<file path="src/rtl/twf_pkg.sv">
package twf_pkg;

  localparam real TWO_PI = 6.283185307179586;

  // Rounded quarter-wave table entry: round(2^frac * cos(2*pi*k/n)), k <= n/4
  function automatic int qcos(input int k, input int n, input int frac);
    real ang;
    real scaled;
    ang    = TWO_PI * real'(k) / real'(n);
    scaled = (2.0 ** frac) * $cos(ang);
    return $rtoi($floor(scaled + 0.5));
  endfunction

  // Conditional two's complement negation on a value of any width up to 32
  function automatic logic signed [31:0] cneg(input logic signed [31:0] v, input logic neg);
    return neg ? -v : v;
  endfunction

endpackage

</file>
<file path="src/rtl/twf_quarter_rom.sv">
module twf_quarter_rom #(
  parameter  int N_PTS = 64,
  parameter  int WID   = 16,
  parameter  int FRAC  = 14,
  localparam int QTR   = N_PTS / 4,
  localparam int AW    = $clog2(QTR + 1)
) (
  input  logic [AW-1:0]          addr,
  output logic signed [WID-1:0]  data
);

  logic signed [WID-1:0] tbl [QTR+1];

  // One constant per quarter-wave point, computed at elaboration
  for (genvar k = 0; k <= QTR; k++) begin : g_entry
    localparam int VAL = twf_pkg::qcos(k, N_PTS, FRAC);
    assign tbl[k] = WID'(VAL);
  end

  assign data = tbl[addr];

  // folded address must stay inside the quarter table
  always_comb begin
    assert_rom_addr_in_range_R3: assert (int'(addr) <= QTR)
      else $error("quarter table address %0d beyond %0d", addr, QTR);
  end

endmodule

</file>
<file path="src/rtl/twf_fold.sv">
module twf_fold #(
  parameter  int N_PTS = 64,
  localparam int IDXW  = $clog2(N_PTS),
  localparam int QTR   = N_PTS / 4,
  localparam int HALF  = N_PTS / 2,
  localparam int AW    = $clog2(QTR + 1)
) (
  input  logic [IDXW-1:0] idx,
  output logic [AW-1:0]   addr_c,
  output logic [AW-1:0]   addr_d,
  output logic            neg_c,
  output logic            neg_d
);

  logic [IDXW-2:0] low;
  logic            upper_half;
  logic            second_qtr;
  int              low_i;

  assign low        = idx[IDXW-2:0];
  assign upper_half = idx[IDXW-1];
  assign low_i      = int'(low);
  assign second_qtr = (low_i > QTR);

  always_comb begin
    if (second_qtr) begin
      addr_c = AW'(HALF - low_i);
      addr_d = AW'(low_i - QTR);
    end else begin
      addr_c = AW'(low_i);
      addr_d = AW'(QTR - low_i);
    end
    // Periodicity: W(r + N/2) = -W(r) flips both signs
    neg_c = second_qtr ^ upper_half;
    neg_d = upper_half;
  end

  // the two folded addresses always span a quarter turn together
  always_comb begin
    assert_fold_sum_R4: assert (int'(addr_c) + int'(addr_d) == QTR || second_qtr)
      else $error("fold addresses %0d/%0d do not complement", addr_c, addr_d);
  end

endmodule

</file>
<file path="src/rtl/twf_gen.sv">
module twf_gen #(
  parameter  int N_PTS = 64,
  parameter  int WID   = 16,
  parameter  int FRAC  = 14,
  localparam int IDXW  = $clog2(N_PTS)
) (
  input  logic                   clk,
  input  logic                   rst_n,
  input  logic                   in_valid,
  input  logic [IDXW-1:0]        in_idx,
  output logic                   out_valid,
  output logic signed [WID-1:0]  out_c,
  output logic signed [WID-1:0]  out_d
);

  localparam int QTR  = N_PTS / 4;
  localparam int HALF = N_PTS / 2;
  localparam int AW   = $clog2(QTR + 1);
  localparam logic signed [WID-1:0] ONE = WID'(1 << FRAC);

  logic [AW-1:0]         addr_c, addr_d;
  logic                  neg_c, neg_d;
  logic signed [WID-1:0] mag_c, mag_d;
  logic signed [WID-1:0] next_c, next_d;
  logic                  accept;

  twf_fold #(.N_PTS(N_PTS)) u_fold (
    .idx    (in_idx),
    .addr_c (addr_c),
    .addr_d (addr_d),
    .neg_c  (neg_c),
    .neg_d  (neg_d)
  );

  twf_quarter_rom #(.N_PTS(N_PTS), .WID(WID), .FRAC(FRAC)) u_rom_c (
    .addr (addr_c),
    .data (mag_c)
  );

  twf_quarter_rom #(.N_PTS(N_PTS), .WID(WID), .FRAC(FRAC)) u_rom_d (
    .addr (addr_d),
    .data (mag_d)
  );

  assign accept = in_valid;
  assign next_c = WID'(twf_pkg::cneg(32'(mag_c), neg_c));
  assign next_d = WID'(twf_pkg::cneg(32'(mag_d), neg_d));

  always_ff @(posedge clk) begin
    if (!rst_n) begin
      out_valid <= 1'b0;
      out_c     <= '0;
      out_d     <= '0;
    end else begin
      out_valid <= accept;
      if (accept) begin
        out_c <= next_c;
        out_d <= next_d;
      end
    end
  end

  // strobe follows the input strobe by one edge
  assert_valid_follows_R2: assert property (@(posedge clk) disable iff (!rst_n)
    in_valid |=> out_valid);
  assert_idle_follows_R2: assert property (@(posedge clk) disable iff (!rst_n)
    !in_valid |=> !out_valid);

  // outputs are held while no index is accepted
  assert_hold_when_idle_R7: assert property (@(posedge clk) disable iff (!rst_n)
    !in_valid |=> ($stable(out_c) && $stable(out_d)));

  // the half-turn index yields exactly -1.0 on the cosine term
  assert_half_turn_R6: assert property (@(posedge clk) disable iff (!rst_n)
    (in_valid && int'(in_idx) == HALF) |=> (out_c == -ONE && out_d == '0));

  // the zero index yields exactly +1.0 on the cosine term
  assert_zero_index_R4: assert property (@(posedge clk) disable iff (!rst_n)
    (in_valid && in_idx == '0) |=> (out_c == ONE && out_d == '0));

  // magnitudes stay inside the Q1.14 unit range
  assert_no_overflow_R8: assert property (@(posedge clk) disable iff (!rst_n)
    (out_c <= ONE && out_c >= -ONE && out_d <= ONE && out_d >= -ONE));

endmodule

</file>
<file path="config.mk">
export PLATFORM = sky130hd
export DESIGN_NAME = twf_gen
export DESIGN_NICKNAME = d
export VERILOG_FILES = /design/src/rtl/twf_pkg.sv /design/src/rtl/twf_quarter_rom.sv /design/src/rtl/twf_fold.sv /design/src/rtl/twf_gen.sv
export SDC_FILE = /design/constraint.sdc
export NUM_CORES = 1
export LEC_CHECK = 0
export BUFFER_PORTS_ARGS = -buffer_cell sky130_fd_sc_hd__buf_2
export CORE_ASPECT_RATIO = 1.4
export CORE_MARGIN = 2
export CORE_UTILIZATION = 30
export DETAILED_ROUTE_END_ITERATION = 16
export GPL_TIMING_DRIVEN = 0
export PLACE_DENSITY = 0.57
export SLEW_MARGIN = 15
export SYNTH_ARGS = -nofsm -noshare
export SYNTH_HDL_FRONTEND = slang
export SYNTH_HIERARCHICAL = 1
export SYNTH_SLANG_ARGS = --single-unit
export TNS_END_PERCENT = 100
</file>
<file path="constraint.sdc">
create_clock -name clk -period 4.07 [get_ports clk]
set_input_delay 0.6105 -clock clk [delete_from_list [all_inputs] [get_ports clk]]
set_output_delay 0.6105 -clock clk [all_outputs]
set_load 0.02 [all_outputs]
</file>
== Word level (Yosys, flattened, before mapping) ==
Memories as Yosys holds them, arrays and structs flattened.
Index checks and enable logic that the tools add are counted.

* Output and inout bits: 33
* Logic and storage cells: 24
* Memory bits (read-only): 1024
* Memories kept: 2
* Flip-flop bits (word level): 33
* Bits of input ports: 9

{| class="wikitable"
|+ Memory list
! memory !! depth !! width !! read ports !! clocked after memory_dff !! wr ports !! line !! text
|-
| (name not given) || 32 || 16 || 1 || 0 || 0 || twf_quarter_rom.sv:20 || <nowiki>assign data = tbl[addr];</nowiki>
|-
| (name not given) || 32 || 16 || 1 || 0 || 0 || twf_quarter_rom.sv:20 ||
|}

* Add/subtract/negate cells: 5
* Mux-type cells: 8
* $lt $le $gt $ge: 3
* Bitwise operators: 3

{| class="wikitable"
|+ Operators with widths
! kind !! number
|-
| 16-bit 2-to-1 mux || 6
|-
| 16-bit negation || 2
|-
| 6-bit >= comparator, second input constant || 2
|-
| 5-bit inverter with 6-bit output || 2
|-
| 5-bit 2-to-1 mux || 2
|-
| 5-bit greater-than comparator, second input constant || 1
|-
| 1-bit by 5-bit subtractor with 5-bit output, first input constant || 1
|-
| 5-bit subtractor, first input constant || 1
|-
| 5-bit subtractor, second input constant || 1
|-
| 1-bit bitwise XOR || 1
|}

== Longest topological paths before layout ==
Gate-level depths: netlist (run 1).

* Depth after elaboration: 8
* Depth in mapped cells: 17

== By module ==
Netlist (run 1), hierarchy kept.

{| class="wikitable"
|+ By module, submodules not included
! module !! cells an instance !! times used !! area each (um^2) !! sequential area each (um^2)
|-
| twf_gen || 216 || 1 || 1815.5 || 660.6
|-
| twf_quarter_rom || 68 || 2 || 515.5 || 0.0
|-
| twf_fold || 27 || 1 || 201.4 || 0.0
|}

== Least setup slack after synthesis (run 1) ==
OpenSTA, ideal clock, no wires.

* Path kind: input to register
* Start point: input port in_idx[0]
* End point: register out_c[14]
* Arrival: 4.107 ns
* Cell stages on the path: 13
* Required time: 4.008 ns
* Setup slack: -0.099 ns
* Library setup time: 0.062 ns
* Path through: inv_1 > ha_1 > or3b_4 > nand2_4 > mux2_4 > inv_1 > ha_1 > mux4_2 > nor2b_1 > or4_4 > or3_4 > or4_1 > nand3_1

* Longest elaborated chain between the ends: 8
* Elaborated cells between the ends (all ways): 10
* Classes of those cells: 2 x add/sub; 1 x order compare; 4 x mux; 2 x bitwise; 1 x memory

{| class="wikitable"
|+ RTL lines
! item !! line !! text
|-
| from (decl) || twf_gen.sv:10 || <nowiki>input logic [IDXW-1:0] in_idx,</nowiki>
|-
| 1-bit by 5-bit subtractor with 5-bit output / 5-bit greater-than comparator (equally long branches) || twf_fold.sv:27, twf_fold.sv:23 ||
|-
| 5-bit 2-to-1 mux * || twf_fold.sv:26 || <nowiki>if (second_qtr) begin</nowiki>
|-
| named net addr_c[1] || twf_gen.sv:21 || <nowiki>logic [AW-1:0] addr_c, addr_d;</nowiki>
|-
| 5-bit inverter with 6-bit output (not written as such) * || twf_quarter_rom.sv:20 ||
|-
| memory 32 x 16 bit * || - ||
|-
| 16-bit 2-to-1 mux (not written as such) * (2 in series) || twf_quarter_rom.sv:20 ||
|-
| named net mag_c[9] || twf_gen.sv:23 || <nowiki>logic signed [WID-1:0] mag_c, mag_d;</nowiki>
|-
| 16-bit negation * || twf_pkg.sv:16 || <nowiki>return neg ? -v : v;</nowiki>
|-
| 16-bit 2-to-1 mux * || twf_pkg.sv:16 ||
|-
| to (signal assigned) || twf_gen.sv:57 || <nowiki>out_c <= next_c;</nowiki>
|-
| to (decl) || twf_gen.sv:12 || <nowiki>output logic signed [WID-1:0] out_c,</nowiki>
|}

Mark *: on every way through the listed nets, which the timed path passes. The rest lies on a longest branch. The select of a mux whose other input is x is not followed.
A chain may end at the register's enable or synchronous reset.

== Final worst setup path (run 1) ==
* Start point: input port in_idx[1]
* End point: register out_c[13]

The elaborated chain is that of the path after synthesis.

==> results of run 1 <==
[flip-flops by register name, indices dropped and copies added (netlist names)]
signal     count
out_c         16
out_d         16
out_valid      1
[cell usage in the layout, fill, tap and decap left out, drive strengths merged, types with 10 or more instances in the layout]
| cell | instances |
|---|---|
| clkbuf | 17 |
| o31ai | 13 |
| xor2 | 26 |
| dfxtp | 33 |
| o21ai | 38 |
| buf | 67 |
| nand2 | 17 |
| ha | 19 |
| a211oi | 14 |
| inv | 17 |
| nor2 | 25 |
| a21oi | 27 |
| or4 | 10 |
[through the flow]
stage	hold WS, ns	cells	setup WS [ns]
finish	0.450	566	0.0617
global route	0.480	566	-0.00404
CTS	0.456	562	0.00272
detailed placement	0.445	553	-0.391
global placement	0.436	553	-0.375
floorplan	0.535	379	-0.0329
[power groups by stage]
stage          combinational (mW)  clock [mW]  sequential, mW
3_3_place_gp                0.532           0           0.382
3_5_place_dp                0.536           0           0.383
6_report                    0.572       0.354           0.377
2_1_floorplan               0.355           0           0.426
4_1_cts                     0.545       0.361           0.377
5_1_grt                     0.627       0.373           0.382
[logic make-up after synthesis]
family / count (synthesis)
compound gates: 122
xor+xnor: 29
fa+ha+maj: 19
buf+inv: 50
flops: 33
mux: 9
other cells: 2
simple gates: 115
[Yosys cell counts (9+ instances only)]
cell type  instances  area [um^2]
a211oi_1          14          105
a21oi_1           25          125
buf_4             10         75.1
clkbuf_1          13         48.8
dfxtp_1           33          661
ha_1              19          238
inv_1             15         56.3
nand2_1           16         60.1
nand3_1            9         45.0
nor2_1            23         86.3
nor3_1             9         45.0
o21ai_0           36          180
o31ai_1           13         97.6
or4_1              9         67.6
xor2_1            26          228
[path summary, 6_finish.rpt]
| path | from | endpoint | slack [ns] | depth (start not counted) |
|---|---|---|---|---|
| max | in_idx[1] | out_c[13]$_SDFFE_PN0P_ | 0.06 | 14 |
| min | out_c[9]$_SDFFE_PN0P_ | out_c[9]$_SDFFE_PN0P_ | 0.45 | 2 |
| max reg2reg | out_d[1]$_SDFFE_PN0P_ | out_d[1]$_SDFFE_PN0P_ | 3.38 | 2 |
| min reg2reg | out_c[9]$_SDFFE_PN0P_ | out_c[9]$_SDFFE_PN0P_ | 0.45 | 2 |
[final cells by class]
cell class	instances	area [um^2]	share of cell area
clock buffers	5	125	0.0336
multi-input cells	296	2230	0.600
repair buffers	48	263	0.0706
plain buffers	31	200	0.0538
well taps	135	169	0.0454
clock inverters	1	5.00	0.00134
flip-flops and latches	33	661	0.178
inverters	17	66.3	0.0178
[routing by layer]
layer	GRT usage	routed length, um	vias up
li1	-	-	1470
met2	0.264	4200	79
met4	0.0532	141	0
met1	0.192	3640	1402
met3	0.0174	302	9
met5	0	0	-
[worst max-delay path, stage by stage]
cell and delay (ns):
buf_2 0.13, inv_1 0.06, ha_2 0.19, or3b_4 0.41, nand2_4 0.09, mux2_4 0.33
inv_4 0.08, ha_4 0.21, mux4_2 0.45, nor2b_2 0.19, or4_4 0.53, o41ai_1 0.46
xor2_1 0.30, a21oi_1 0.11
[repair_timing]
action / 4_1_cts / 5_1_grt
pin swaps: 2 / 6
setup buffers: 3 / 6
setup endpoints to repair: 6 / 15
gates resized for setup: 3 / 15
==> results.yml, run 1 <==
outcome:
  outcome: "finished clean"
routing:
  routedWlPerCell_um: 14.6
  drt_iter0_markers: 249
  drt_first_pass_iters: 4
  antenna_left: 0
  viasPerCell: 5.23
  drcViolationCount: 0
  dr_total_vias: 2960
  wl_um: 8290
floorplanning:
  die_w_um: 89.2
  die_area_um2: 11000
  die_h_um: 123
  row_count: 43
  initial_core_util: 0.308
  io_pins: 42
  core_um2: 9900
cells_and_area:
  finalCoreUtilization: 0.376
  areaGrowthSynthToFinish_pct: 22.1
  n_fill_cell: 1069
  final_layout_size_suffix_gt1_frac: 0.269
  antenna_cells: 0
  design_area_um2: 3720
  nNetsFinal: 460
synth:
  synthSimpleGateAreaFrac: 0.215
  synth_enable_flop_cells: 0
  synth_compound_area_frac: 0.274
  ys_async_sr_fraction: 0
  synth_area_per_cell_um2: 8.04
  muxShareOfSynthArea: 0.0411
  syn_inst: 379
  synth_top_family_by_area: "compound AO/OA/AOI/OAI gates"
  ys_ff_latch: 33
  synth_xor_area_frac: 0.0833
  synth_cell_types: 57
  synth_ff_type: "dfxtp_1"
  syn-cell-area_um2: 3050
  synthesis.nets: 407
  synthAdderAreaFrac: 0.0780
  synth_warnings: 6
  seq_area_frac_synth: 0.217
timing:
  hold_viol_final: 0
  setup-tns-final_ns: 0
  setup_viol: 0
  relSlewSlack: 0.434
  tightest_slew_ns: 0.837
  fin_skew_ns: 0
  maxSlewViolCount: 0
  finalCritPeriodShare: 0.985
  layout_min_cycle_time_ns: 4.01
  clock.fmax_mhz: 249
power:
  power_frac_seq: 0.289
  leakage_nw: 1.55
  power_mw: 1.30
  p_clk_frac: 0.271
  irDropWorstVdd_mv: 0.159
  powerDensity_nw_per_um2: 350
  netSwitchingFraction: 0.384
  combPwrFrac: 0.439
  p_int_uw: 802
  switchingPower_uw: 501
global_route:
  antenna_found_initial: 0
  gr-total-overflow: 0
  grt_pass1_vias: 2667
  grt_max_degree: 13
  grt_pass1_wl_um: 13200
  track_usage: 0.152
worst_setup_path:
  worstSetupStartpointType: "primary input"
  cp_max_fo: 5
  crit_type: "in2reg"
  crit_arrival_ns: 4.16
  critPathCaptureType: "flop"
  worstPathRequired_ns: 4.22
clocking:
  cts_buffer_depth: 2
  clk_latency_ns: 0.28
  cts_buffers: 5
  clkSlewWorstSetupHoldPaths_ns: 0.05
  hold_buffers: 0
  h-tree-depth: 2
  clockRootBuffer: "clkbuf_16"
  cts_sinks: 33
  cts_tree: "built"
placed_design:
  dp_hpwl_um: 6300
  io_buffers: 39
  gp_congestion: 0.876
  placed_cell_area_um2: 3420
flow_run:
  maxCapViolCount: 0
worst_hold_path:
  hold_class: "reg2reg"
Power figures use the tool's default switching activity.
==> inputs of run 2 (changes only) <==
--- a/config.mk
+++ b/config.mk
@@ -15,6 +15,5 @@
 export SLEW_MARGIN = 15
 export SYNTH_ARGS = -nofsm -noshare
 export SYNTH_HDL_FRONTEND = slang
-export SYNTH_HIERARCHICAL = 1
 export SYNTH_SLANG_ARGS = --single-unit
 export TNS_END_PERCENT = 100
==> run 2 against run 1 <==
Clock skew did not move. Critical path depth is 1 lower. Final cell count is 14% higher. Non-clock buffer count shrank 1. Area after synthesis grew 8.7%. Die area is 8.3% higher. Design area rose by 4.5%. Worst setup slack gained 0.13 ns. Register-to-register slack worse by 0.10 ns. Via count is 28% higher.
==> results.yml, run 2 <==
timing:
  tightest_slew_ns: 0.900
  layout_min_cycle_time_ns: 3.88
  hold_viol_final: 0
  setup_viol: 0
  clock.fmax_mhz: 258
  finalCritPeriodShare: 0.953
  maxSlewViolCount: 0
  rsz0062_at_grt: "false"
  fin_skew_ns: 0
  relSlewSlack: 0.392
  setup_ws_ns: 0.192
  setup-tns-final_ns: 0
outcome:
  outcome: "finished clean"
synth:
  synth_ff_type: "dfxtp_1"
  muxShareOfSynthArea: 0.0155
  synth_common_cells: "nor2_1 (53), nand2_1 (39), a21oi_1 (36), o21ai_0 (36), dfxtp_1 (33)"
  synth.top_cell.area_share: 0.199
  synth_area_per_cell_um2: 7.31
  synth_area_leaders: "dfxtp_1 (20%), nor2_1 (6.0%), a21oi_1 (5.4%)"
  synth_top_family_by_area: "compound AO/OA/AOI/OAI gates"
  synth.most_common_cell: "nor2_1"
  ys_async_sr_fraction: 0
  synth_compound_area_frac: 0.382
  ys_ff_latch: 33
  synthAdderAreaFrac: 0.0189
  synth_enable_flop_cells: 0
  synth_xor_area_frac: 0.0366
  syn-cell-area_um2: 3310
  yosysTopAreaCell: "dfxtp_1"
  synth_warnings: 0
  synth_cell_types: 87
  synthesis.nets: 467
  synthSimpleGateAreaFrac: 0.275
  syn_inst: 453
  seq_area_frac_synth: 0.199
power:
  powerDensity_nw_per_um2: 326
  switchingPower_uw: 483
  p_clk_frac: 0.294
  power_frac_seq: 0.294
  power_mw: 1.27
  combPwrFrac: 0.412
  leakage_nw: 1.49
  irDropWorstVdd_mv: 0.145
  p_int_uw: 783
  netSwitchingFraction: 0.382
worst_setup_path:
  worstPathRequired_ns: 4.24
  rrSetupSlack_ns: 3.28
  r2r_cells: 2
  worstSetupStartpointType: "primary input"
  crit_type: "in2reg"
  crit_start: "in_idx[1]"
  crit_arrival_ns: 4.05
  r2r-end: "out_c[5]$_SDFFE_PN0P_"
  critPathCaptureType: "flop"
  cp_max_fo: 10
  regToRegStartpoint: "out_c[5]$_SDFFE_PN0P_"
global_route:
  grt_max_degree: 14
  grt_pass1_vias: 3598
  track_usage: 0.191
  antenna_found_initial: 0
  grt_pass1_wl_um: 18300
  gr-total-overflow: 0
cells_and_area:
  antenna_cells: 0
  mostFrequentLayoutCells: "nor2_1 (53), buf_2 (49), nand2_1 (39)"
  areaGrowthSynthToFinish_pct: 17.4
  layout_commonest_cell: "nor2_1"
  nNetsFinal: 516
  stdcell_count: 643
  final_layout_size_suffix_gt1_frac: 0.205
  reg.largest.list: "out_c: 16 flops, out_d: 16 flops, out_valid: 1 flops"
  finalCoreUtilization: 0.360
routing:
  drt_first_pass_iters: 6
  antenna_left: 0
  dr_total_vias: 3775
  routedWlPerCell_um: 17.9
  wl_um: 11500
  viasPerCell: 5.87
  drt_iter0_markers: 297
  drcViolationCount: 0
clocking:
  cts_buffers: 5
  cts_tree: "built"
  clkSlewWorstSetupHoldPaths_ns: 0.05
  clk_latency_ns: 0.28
  cts_buffer_depth: 2
  clockRootBuffer: "clkbuf_16"
  cts_sinks: 33
  h-tree-depth: 2
floorplanning:
  die_area_um2: 11900
  die_h_um: 128
  io_pins: 42
  core_um2: 10800
  initial_core_util: 0.306
  die_w_um: 92.8
  row_count: 45
flow_run:
  maxCapViolCount: 0
placed_design:
  pre_cts_slack_ns: -1.08
  io_buffers: 38
  dp_hpwl_um: 9020
  gp_congestion: 0.926
  dpl.cell_count: 632
worst_hold_path:
  hold_start: "out_d[8]$_SDFFE_PN0P_"
  min_to: "out_d[8]$_SDFFE_PN0P_"
  hold_class: "reg2reg"
  hold_depth: 2
-- run 2: changes by cell type after synthesis, sizes merged, moves of 6 or more --
cell	before	now
a21oi	27	36
inv	17	11
nor2	25	54
and2	8	2
o211ai	0	6
xor2	26	2
nor3	9	16
xnor2	3	11
nand2	17	41
or4	10	2
a31oi	2	14
ha	19	5
-- run 2: worst max path at each step --
stage | end | slack [ns] | cells past startpoint
2_1_floorplan | out_c[14]$_SDFFE_PN0P_ | 0.12 | 16
3_3_place_gp | out_c[14]$_SDFFE_PN0P_ | -1.02 | 16
3_5_place_dp | out_c[14]$_SDFFE_PN0P_ | -1.08 | 16
4_1_cts | out_c[6]$_SDFFE_PN0P_ | 0.04 | 17
5_1_grt | out_c[14]$_SDFFE_PN0P_ | 0.01 | 16
6_report | out_d[14]$_SDFFE_PN0P_ | 0.19 | 13
-- run 2: cell families after synthesis --
group           Yosys count
flops                    33
buf+inv                  48
mux                       5
compound gates          177
fa+ha+maj                 5
simple gates            172
xor+xnor                 13
-- run 2: layer usage --
layer | vias up | share of wire | track usage
met5 | - | 0 | 0
met4 | 0 | 0.042 | 0.102
met3 | 41 | 0.055 | 0.0247
met2 | 168 | 0.50 | 0.337
met1 | 1758 | 0.41 | 0.222
li1 | 1808 | - | -
-- run 2: what timing repair did --
item	4_1_cts	5_1_grt
setup buffers	4	1
gates cloned	0	0
pin swaps	1	0
setup endpoints to repair	21	13
hold buffers	0	0
resized for setup	5	3
-- run 2: power groups by stage --
stage	Clock, mW	Sequential, mW	Combinational [mW]
floorplan	0	0.419	0.333
finish	0.372	0.373	0.522
global route	0.390	0.376	0.568
detailed placement	0	0.379	0.508
global placement	0	0.378	0.508
CTS	0.377	0.373	0.513
-- run 2: stage by stage --
stage / hold WS [ns] / cell area [um^2]
after floorplan: 0.523 / 3310
after global placement: 0.436 / 3680
after detailed placement: 0.446 / 3680
after CTS: 0.459 / 3860
after global routing: 0.471 / 3890
final: 0.453 / 3890
-- run 2: layout make-up --
type	instances	area, um^2
multi-input cells	372	2440
plain buffers	35	191
fillers	1157	6920
repair buffers	43	228
clock buffers	7	143
inverters	12	48.8
flip-flops and latches	33	661
well taps	141	176
-- run 2: critical path, cell delays in order --
cell and delay, ns:
buf_2 0.13, buf_2 0.19, inv_1 0.23, ha_4 0.27, and2b_1 0.37, o21ai_1 0.15
a21o_1 0.18, buf_2 0.17, buf_2 0.21, o41ai_1 0.86, or3_4 0.30, o2111ai_1 0.11
and4b_1 0.25
